### src/rtl/cpwm_pkg.sv
package cpwm_pkg;

   typedef enum logic [1:0] {
      GATE_NONE = 2'b00,
      GATE_AND  = 2'b01,
      GATE_OR   = 2'b10,
      GATE_RSVD = 2'b11
   } gate_e;

   // control word field positions shared by top and checker
   localparam int unsigned CTL_RUN    = 0;
   localparam int unsigned CTL_MULTI  = 1;
   localparam int unsigned CTL_MASTER = 2;
   localparam int unsigned CTL_EN_LSB = 3;

   // register addresses
   localparam int unsigned ADR_CTRL   = 0;
   localparam int unsigned ADR_RELOAD = 1;
   localparam int unsigned ADR_GATE   = 2;
   localparam int unsigned ADR_EDGE0  = 4;

   function automatic logic gate_fn(input gate_e mode, input logic own, input logic nbr);
      case (mode)
         GATE_AND: gate_fn = own & nbr;
         GATE_OR:  gate_fn = own | nbr;
         default:  gate_fn = own;
      endcase
   endfunction

endpackage

### src/rtl/cpwm_timebase.sv
module cpwm_timebase #(
   parameter int unsigned CNT_W = 16,
   parameter int unsigned SEL_W = 2
) (
   input  logic             clk,
   input  logic             rst_n,
   input  logic             run,
   input  logic [SEL_W-1:0] div_sel,
   input  logic [CNT_W-1:0] reload,
   output logic [CNT_W-1:0] cnt,
   output logic             tick,
   output logic             load
);
   localparam int unsigned PRE_W = (1 << SEL_W) - 1;

   logic [PRE_W-1:0] pre_q;
   logic [PRE_W-1:0] pre_lim;

   // power-of-two divide: the shift wraps to zero at the top code, minus one gives all ones
   assign pre_lim = ({{(PRE_W-1){1'b0}}, 1'b1} << div_sel) - 1'b1;
   assign tick    = run && (pre_q == pre_lim);
   assign load    = !run || (tick && (cnt == '0));

   always_ff @(posedge clk) begin
      if (!rst_n) begin
         pre_q <= '0;
         cnt   <= '0;
      end else if (!run) begin
         pre_q <= '0;
         cnt   <= reload;
      end else begin
         pre_q <= tick ? '0 : pre_q + 1'b1;
         if (tick) begin
            cnt <= (cnt == '0) ? reload : cnt - 1'b1;
         end
      end
   end

endmodule

### src/rtl/cpwm_slice.sv
module cpwm_slice #(
   parameter int unsigned CNT_W = 16,
   parameter int unsigned DLY_W = 4
) (
   input  logic             clk,
   input  logic             rst_n,
   input  logic             active,
   input  logic             load,
   input  logic             tick,
   input  logic [CNT_W-1:0] cnt,
   input  logic [CNT_W-1:0] rise_sh,
   input  logic [CNT_W-1:0] fall_sh,
   input  logic [DLY_W-1:0] dly,
   output logic             t_out,
   output logic             c_out
);
   logic [CNT_W-1:0] rise_a;
   logic [CNT_W-1:0] fall_a;
   logic             lvl_q;
   logic             lvl_d;
   logic [DLY_W-1:0] dead_q;

   assign lvl_d = active && (cnt <= rise_a) && (cnt > fall_a);

   // active edges change only at reload so each period is self-consistent
   always_ff @(posedge clk) begin
      if (!rst_n) begin
         rise_a <= '0;
         fall_a <= '0;
      end else if (load) begin
         rise_a <= rise_sh;
         fall_a <= fall_sh;
      end
   end

   always_ff @(posedge clk) begin
      if (!rst_n || !active) begin
         lvl_q  <= 1'b0;
         dead_q <= '0;
      end else begin
         lvl_q <= lvl_d;
         if (lvl_d != lvl_q) begin
            dead_q <= dly;
         end else if (tick && (dead_q != '0)) begin
            dead_q <= dead_q - 1'b1;
         end
      end
   end

   assign t_out = active && lvl_q && (dead_q == '0);
   assign c_out = active && !lvl_q && (dead_q == '0);

endmodule

### src/rtl/cpwm_route.sv
module cpwm_route #(
   parameter int unsigned NUM_GEN = 4
) (
   input  logic [NUM_GEN-1:0]   t_in,
   input  logic [NUM_GEN-1:0]   c_in,
   input  logic                 master,
   input  logic                 live,
   input  logic [NUM_GEN-1:0]   en,
   input  logic [2*NUM_GEN-1:0] gate,
   output logic [NUM_GEN-1:0]   out_p,
   output logic [NUM_GEN-1:0]   out_n
);
   import cpwm_pkg::*;

   logic [NUM_GEN-1:0] src_t;
   logic [NUM_GEN-1:0] src_c;

   // broadcast select comes before gating so gating still acts per pair
   assign src_t = master ? {NUM_GEN{t_in[0]}} : t_in;
   assign src_c = master ? {NUM_GEN{c_in[0]}} : c_in;

   for (genvar g = 0; g < NUM_GEN; g++) begin : g_pair
      localparam int unsigned NB = (g + 1) % NUM_GEN;
      gate_e mode;
      logic  pt, pc;
      assign mode = gate_e'(gate[2*g +: 2]);
      assign pt   = gate_fn(mode, src_t[g], src_t[NB]);
      assign pc   = gate_fn(mode, src_c[g], src_c[NB]);
      assign out_p[g] = live && en[g] && pt;
      assign out_n[g] = live && en[g] && pc;
   end

endmodule

### src/rtl/cpwm_array.sv
module cpwm_array #(
   parameter int unsigned NUM_GEN = 4,
   parameter int unsigned CNT_W   = 16,
   parameter int unsigned ADDR_W  = 4,
   parameter int unsigned SEL_W   = 2,
   parameter int unsigned DLY_W   = 4
) (
   input  logic               clk,
   input  logic               rst_n,
   input  logic               wr_en,
   input  logic [ADDR_W-1:0]  wr_addr,
   input  logic [CNT_W-1:0]   wr_data,
   output logic [NUM_GEN-1:0] out_p,
   output logic [NUM_GEN-1:0] out_n
);
   import cpwm_pkg::*;

   localparam int unsigned SEL_LSB = CTL_EN_LSB + NUM_GEN;
   localparam int unsigned DLY_LSB = SEL_LSB + SEL_W;
   localparam int unsigned CTRL_W  = DLY_LSB + DLY_W;
   localparam int unsigned GATE_W  = 2 * NUM_GEN;

   if (NUM_GEN < 2) begin : g_bad_num
      $error("cpwm_array: NUM_GEN must be at least 2");
   end
   if (CTRL_W > CNT_W || GATE_W > CNT_W) begin : g_bad_ctrl
      $error("cpwm_array: control or gating word wider than data bus");
   end
   if (ADR_EDGE0 + 2 * NUM_GEN > (1 << ADDR_W)) begin : g_bad_addr
      $error("cpwm_array: address space too small for edge registers");
   end

   logic [CTRL_W-1:0]  ctrl_q;
   logic [CNT_W-1:0]   reload_q;
   logic [GATE_W-1:0]  gate_q;
   logic [CNT_W-1:0]   rise_sh [NUM_GEN];
   logic [CNT_W-1:0]   fall_sh [NUM_GEN];

   logic               ctl_run, ctl_multi, ctl_master, live;
   logic [NUM_GEN-1:0] ctl_en;
   logic [SEL_W-1:0]   ctl_sel;
   logic [DLY_W-1:0]   ctl_dly;

   assign ctl_run    = ctrl_q[CTL_RUN];
   assign ctl_multi  = ctrl_q[CTL_MULTI];
   assign ctl_master = ctrl_q[CTL_MASTER];
   assign ctl_en     = ctrl_q[CTL_EN_LSB +: NUM_GEN];
   assign ctl_sel    = ctrl_q[SEL_LSB +: SEL_W];
   assign ctl_dly    = ctrl_q[DLY_LSB +: DLY_W];
   assign live       = ctl_run && ctl_multi;

   always_ff @(posedge clk) begin
      if (!rst_n) begin
         ctrl_q   <= '0;
         reload_q <= '0;
         gate_q   <= '0;
      end else if (wr_en) begin
         if (wr_addr == ADDR_W'(ADR_CTRL))   ctrl_q   <= wr_data[CTRL_W-1:0];
         if (wr_addr == ADDR_W'(ADR_RELOAD)) reload_q <= wr_data;
         if (wr_addr == ADDR_W'(ADR_GATE))   gate_q   <= wr_data[GATE_W-1:0];
      end
   end

   logic [CNT_W-1:0] cnt;
   logic             tick, load;

   cpwm_timebase #(.CNT_W(CNT_W), .SEL_W(SEL_W)) u_tb (
      .clk     (clk),
      .rst_n   (rst_n),
      .run     (ctl_run),
      .div_sel (ctl_sel),
      .reload  (reload_q),
      .cnt     (cnt),
      .tick    (tick),
      .load    (load)
   );

   logic [NUM_GEN-1:0] t_raw, c_raw;

   for (genvar g = 0; g < NUM_GEN; g++) begin : g_gen
      localparam int unsigned RA = ADR_EDGE0 + 2 * g;
      localparam int unsigned FA = RA + 1;

      always_ff @(posedge clk) begin
         if (!rst_n) begin
            rise_sh[g] <= '0;
            fall_sh[g] <= '0;
         end else if (wr_en) begin
            if (wr_addr == ADDR_W'(RA)) rise_sh[g] <= wr_data;
            if (wr_addr == ADDR_W'(FA)) fall_sh[g] <= wr_data;
         end
      end

      cpwm_slice #(.CNT_W(CNT_W), .DLY_W(DLY_W)) u_slice (
         .clk     (clk),
         .rst_n   (rst_n),
         .active  (live),
         .load    (load),
         .tick    (tick),
         .cnt     (cnt),
         .rise_sh (rise_sh[g]),
         .fall_sh (fall_sh[g]),
         .dly     (ctl_dly),
         .t_out   (t_raw[g]),
         .c_out   (c_raw[g])
      );
   end

   cpwm_route #(.NUM_GEN(NUM_GEN)) u_route (
      .t_in   (t_raw),
      .c_in   (c_raw),
      .master (ctl_master),
      .live   (live),
      .en     (ctl_en),
      .gate   (gate_q),
      .out_p  (out_p),
      .out_n  (out_n)
   );

endmodule

### config.mk
export PLATFORM = sky130hd
export DESIGN_NAME = cpwm_array
export DESIGN_NICKNAME = d
export VERILOG_FILES = /design/src/rtl/cpwm_pkg.sv /design/src/rtl/cpwm_timebase.sv /design/src/rtl/cpwm_slice.sv /design/src/rtl/cpwm_route.sv /design/src/rtl/cpwm_array.sv
export SDC_FILE = /design/constraint.sdc
export NUM_CORES = 1
export LEC_CHECK = 0
export BUFFER_PORTS_ARGS = -buffer_cell sky130_fd_sc_hd__clkbuf_2
export CAP_MARGIN = 30
export CORE_MARGIN = 3
export CORE_UTILIZATION = 60
export DETAILED_ROUTE_END_ITERATION = 12
export HOLD_SLACK_MARGIN = 0.05
export PLACE_DENSITY_LB_ADDON = 0.3
export SKIP_LAST_GASP = 1
export SYNTH_ARGS = -nofsm -noshare
export SYNTH_HDL_FRONTEND = slang
export SYNTH_HIERARCHICAL = 1
export SYNTH_SLANG_ARGS = --single-unit
### constraint.sdc
create_clock -name clk -period 7.7 [get_ports clk]
set_input_delay 0.77 -clock clk [delete_from_list [all_inputs] [get_ports clk]]
set_output_delay 0.77 -clock clk [all_outputs]
set_load 0.05 [all_outputs]
==> summary.txt <==
Status
  – Status: finished clean

Power
  – Power Density: 213 nW/um^2
  – Static Leak: 8.70 nW
  – Peak VDD IR: 0.228 mV

STA
  – Fin. Hold Viols: 0
  – Slew margin rel.: 31.5%
  – Fin Setup TNS: 0 ns
  – Unrepaired setup endpoints after global routing: false
  – Final setup fails: 0
  – Worst hold slack: 0.464 ns
  – Final worst path period share: 51.0%
  – Clock skew: 0.0138 ns
  – Final Max Slew Viols: 0
  – Fmax: 254 MHz
  – Final setup margin: 3.77 ns
  – Crit path time final: 3.93 ns
  – Tightest Pin Transition: 1.03 ns

Yosys
  – #FFs+latches synth: 332
  – Net Count, Synth: 1807
  – Synth area leader: dfxtp_1
  – Area contributors post-synth: dfxtp_1 (24%), edfxtp_1 (22%), ha_1 (10%)
  – Asr flop ratio synth: 0%
  – Post-Synthesis Cells: 1641
  – Yosys cell types: 75
  – Most frequent cell after synthesis: dfxtp_1
  – Synth Cell Area: 17200 um^2
  – Primary FF master, synth: dfxtp_1
  – YS warnings: 6
  – Top post-synthesis cells by count: dfxtp_1 (204), mux2i_1 (174), inv_1 (151), ha_1 (143), nor2b_1 (143)
  – Yosys top cell area share: 23.7%
  – Synth Area per Inst: 10.5 um^2
  – Register area share after synthesis: 46.1%
  – Number of synthesized flops with an enable pin: 128

Cells and area
  – Non-filler cells, final: 2072
  – Fillers: 2110
  – Share of layout cells above drive strength 1: 8.74%
  – Number of nets in the layout: 1832
  – Area delta synth->final: 9.95%
  – Fin util: 67.5%
  – Multi-input gate area in the final layout: 8410 um^2
  – Sequential cell area: 7930 um^2

Job
  – Number of max-cap violations: 0

Clock network
  – # Post-CTS Setup Buffers: 0
  – CTS Root Cell: clkbuf_16
  – Hold_buf cts: 0
  – Max Root-Sink Buffers: 3
  – CTS Buf Count: 36
  – H-tree Lvls: 2
  – Clock Sinks: 332
  – CTS-repair resized insts: 0
  – Clock-pin slew on the worst setup and hold paths: 0.06 ns
  – CTS tree: done
  – Clock latency on the worst-skew pair: 0.52 ns

GRT
  – Remaining Overflow, GRT: 0
  – Vias in the first global route: 12120
  – First-pass GRT wire length: 66.2 mm
  – Gr usage total: 27.6%
  – Pin count of the biggest net entering global routing: 129
  – Initial antenna violation count: 1

Die
  – Die width: 175 um
  – Placeable Area: 28000 um^2
  – # IOs: 31
  – Initial Utilization: 61.4%
  – Rows: 61
  – Die ar.: 30700 um^2
  – Chip height: 175 um

Critical path
  – CP Max Fanout: 25
  – Critical Path RT: 6.93 ns
  – Critical path cell sequence: and2_1 -> and3_1 -> o21ai_0 -> a2111oi_1 -> clkbuf_2
  – Worst Setup End Kind: primary output
  – Crit path DAT: 3.16 ns
  – Slowest CP cell: and2_1
  – CP Launch Type: flop
  – WS Path Type: flop to primary output
  – Delay of the slowest critical-path stage: 0.87 ns

Place
  – Port Buffer Count: 30
  – Pre-CTS WS: 4.29 ns
  – Placed cell count: 2006
  – Dpl hpwl: 28.0 mm
  – Routability Congestion: 0.942

Drt
  – Initial drt markers: 1164
  – Via count: 12159
  – Post-Route WL: 42.5 mm
  – Post-route ant nets: 0
  – Initial DRT Pass Iterations: 6
  – Average routed wire per standard cell: 20.5 um
  – DRC viols: 0
  – Vias per Instance: 5.87

Min path
  – Tightest Hold Check Type: flop to flop
[worst max-delay path: cells and delay by family (launching register included)]
kind,cells,cell delay (ns)
AO/OA/AOI/OAI,2,0.55
buffers and inverters,1,0.35
flip-flops,1,0.51
AND/OR/NAND/NOR,2,1.23
[cells by family (layout without fill, tap and decap cells)]
group | Yosys count | in the layout | share of synthesized area [%]
xor gates and xnor gates | 13 | 13 | 0.662
buffers and inverters | 209 | 261 | 5.10
and+or+nand+nor | 576 | 576 | 19.2
DFF | 332 | 332 | 46.1
AOI/OAI and AO/OA | 188 | 188 | 7.88
adders and majority gates | 143 | 143 | 10.4
other | 0 | 1 | 0
muxes | 180 | 180 | 10.7
[placed cells by master, fill, tap and decap left out, types with 7 or more instances in the layout]
| cell type | n |
|---|---|
| nand4_1 | 37 |
| nor2b_1 | 143 |
| and3_1 | 9 |
| buf_4 | 13 |
| clkbuf_2 | 29 |
| mux2i_1 | 174 |
| o2bb2ai_1 | 16 |
| edfxtp_1 | 128 |
| xnor2_1 | 13 |
| and2_1 | 135 |
| a21oi_1 | 63 |
| nand2b_1 | 12 |
| o21ai_1 | 9 |
| dfxtp_1 | 204 |
| ha_1 | 143 |
| nor4_1 | 11 |
| inv_1 | 151 |
| clkbuf_16 | 37 |
| nand3_1 | 26 |
| o21ai_0 | 19 |
| nor2_1 | 38 |
| a221o_1 | 7 |
| nor3_1 | 19 |
| nand2_1 | 105 |
| a21o_1 | 8 |
[final timing paths]
path	startpoint	endpoint	slack, ns	cells past startpoint
max	ctrl_q[0]	out_p[1]	3.77	5
min	reload_q[13]	reload_q[13]	0.46	2
max reg2reg	u_tb/cnt[11]	g_gen[2].u_slice/dead_q[2]	4.39	7
min reg2reg	reload_q[13]	reload_q[13]	0.46	2
[registers in the layout, indices dropped and copies added, names as in the netlist]
| register | count |
|---|---|
| fall_sh | 64 |
| g_gen.u_slice/fall_a | 64 |
| g_gen.u_slice/rise_a | 64 |
| rise_sh | 64 |
| g_gen.u_slice/dead_q | 16 |
| reload_q | 16 |
| u_tb/cnt | 16 |
| ctrl_q | 13 |
| gate_q | 8 |
| g_gen.u_slice/lvl_q | 4 |
| u_tb/pre_q | 3 |
[per-stage QoR]
stage | area (um^2) | total power [mW]
after global placement | 17700 | 2.24
final | 18900 | 4.02
after global routing | 18900 | 4.15
after detailed placement | 17700 | 2.25
after floorplan | 17200 | 2.15
after CTS | 18900 | 4.05
[where the power goes]
group          switching (mW)  internal, mW  leakage [nW]
Combinational           0.175        0.0989          5.19
Sequential             0.0398          1.91          2.90
Clock                   0.700          1.10         0.607
[metal layers]
layer | GRT usage [%] | up-vias | wire length [um]
li1 | - | 5790 | -
met1 | 37.5 | 5842 | 18000
met2 | 45.0 | 436 | 19800
met3 | 4.43 | 91 | 3280
met4 | 9.87 | 0 | 1450
met5 | 0 | - | 0
[cell type report]
class                   instances  area share (%)
multi-input cells            1100            44.5
flip-flops and latches        332            41.9
clock buffers                  48            5.38
inverters                     151            3.00
well taps                     378            2.50
repair buffers                 45            1.51
clock inverters                17            1.20
diodes                          1          0.0132
Note: power is estimated with default switching activity, not from simulation.
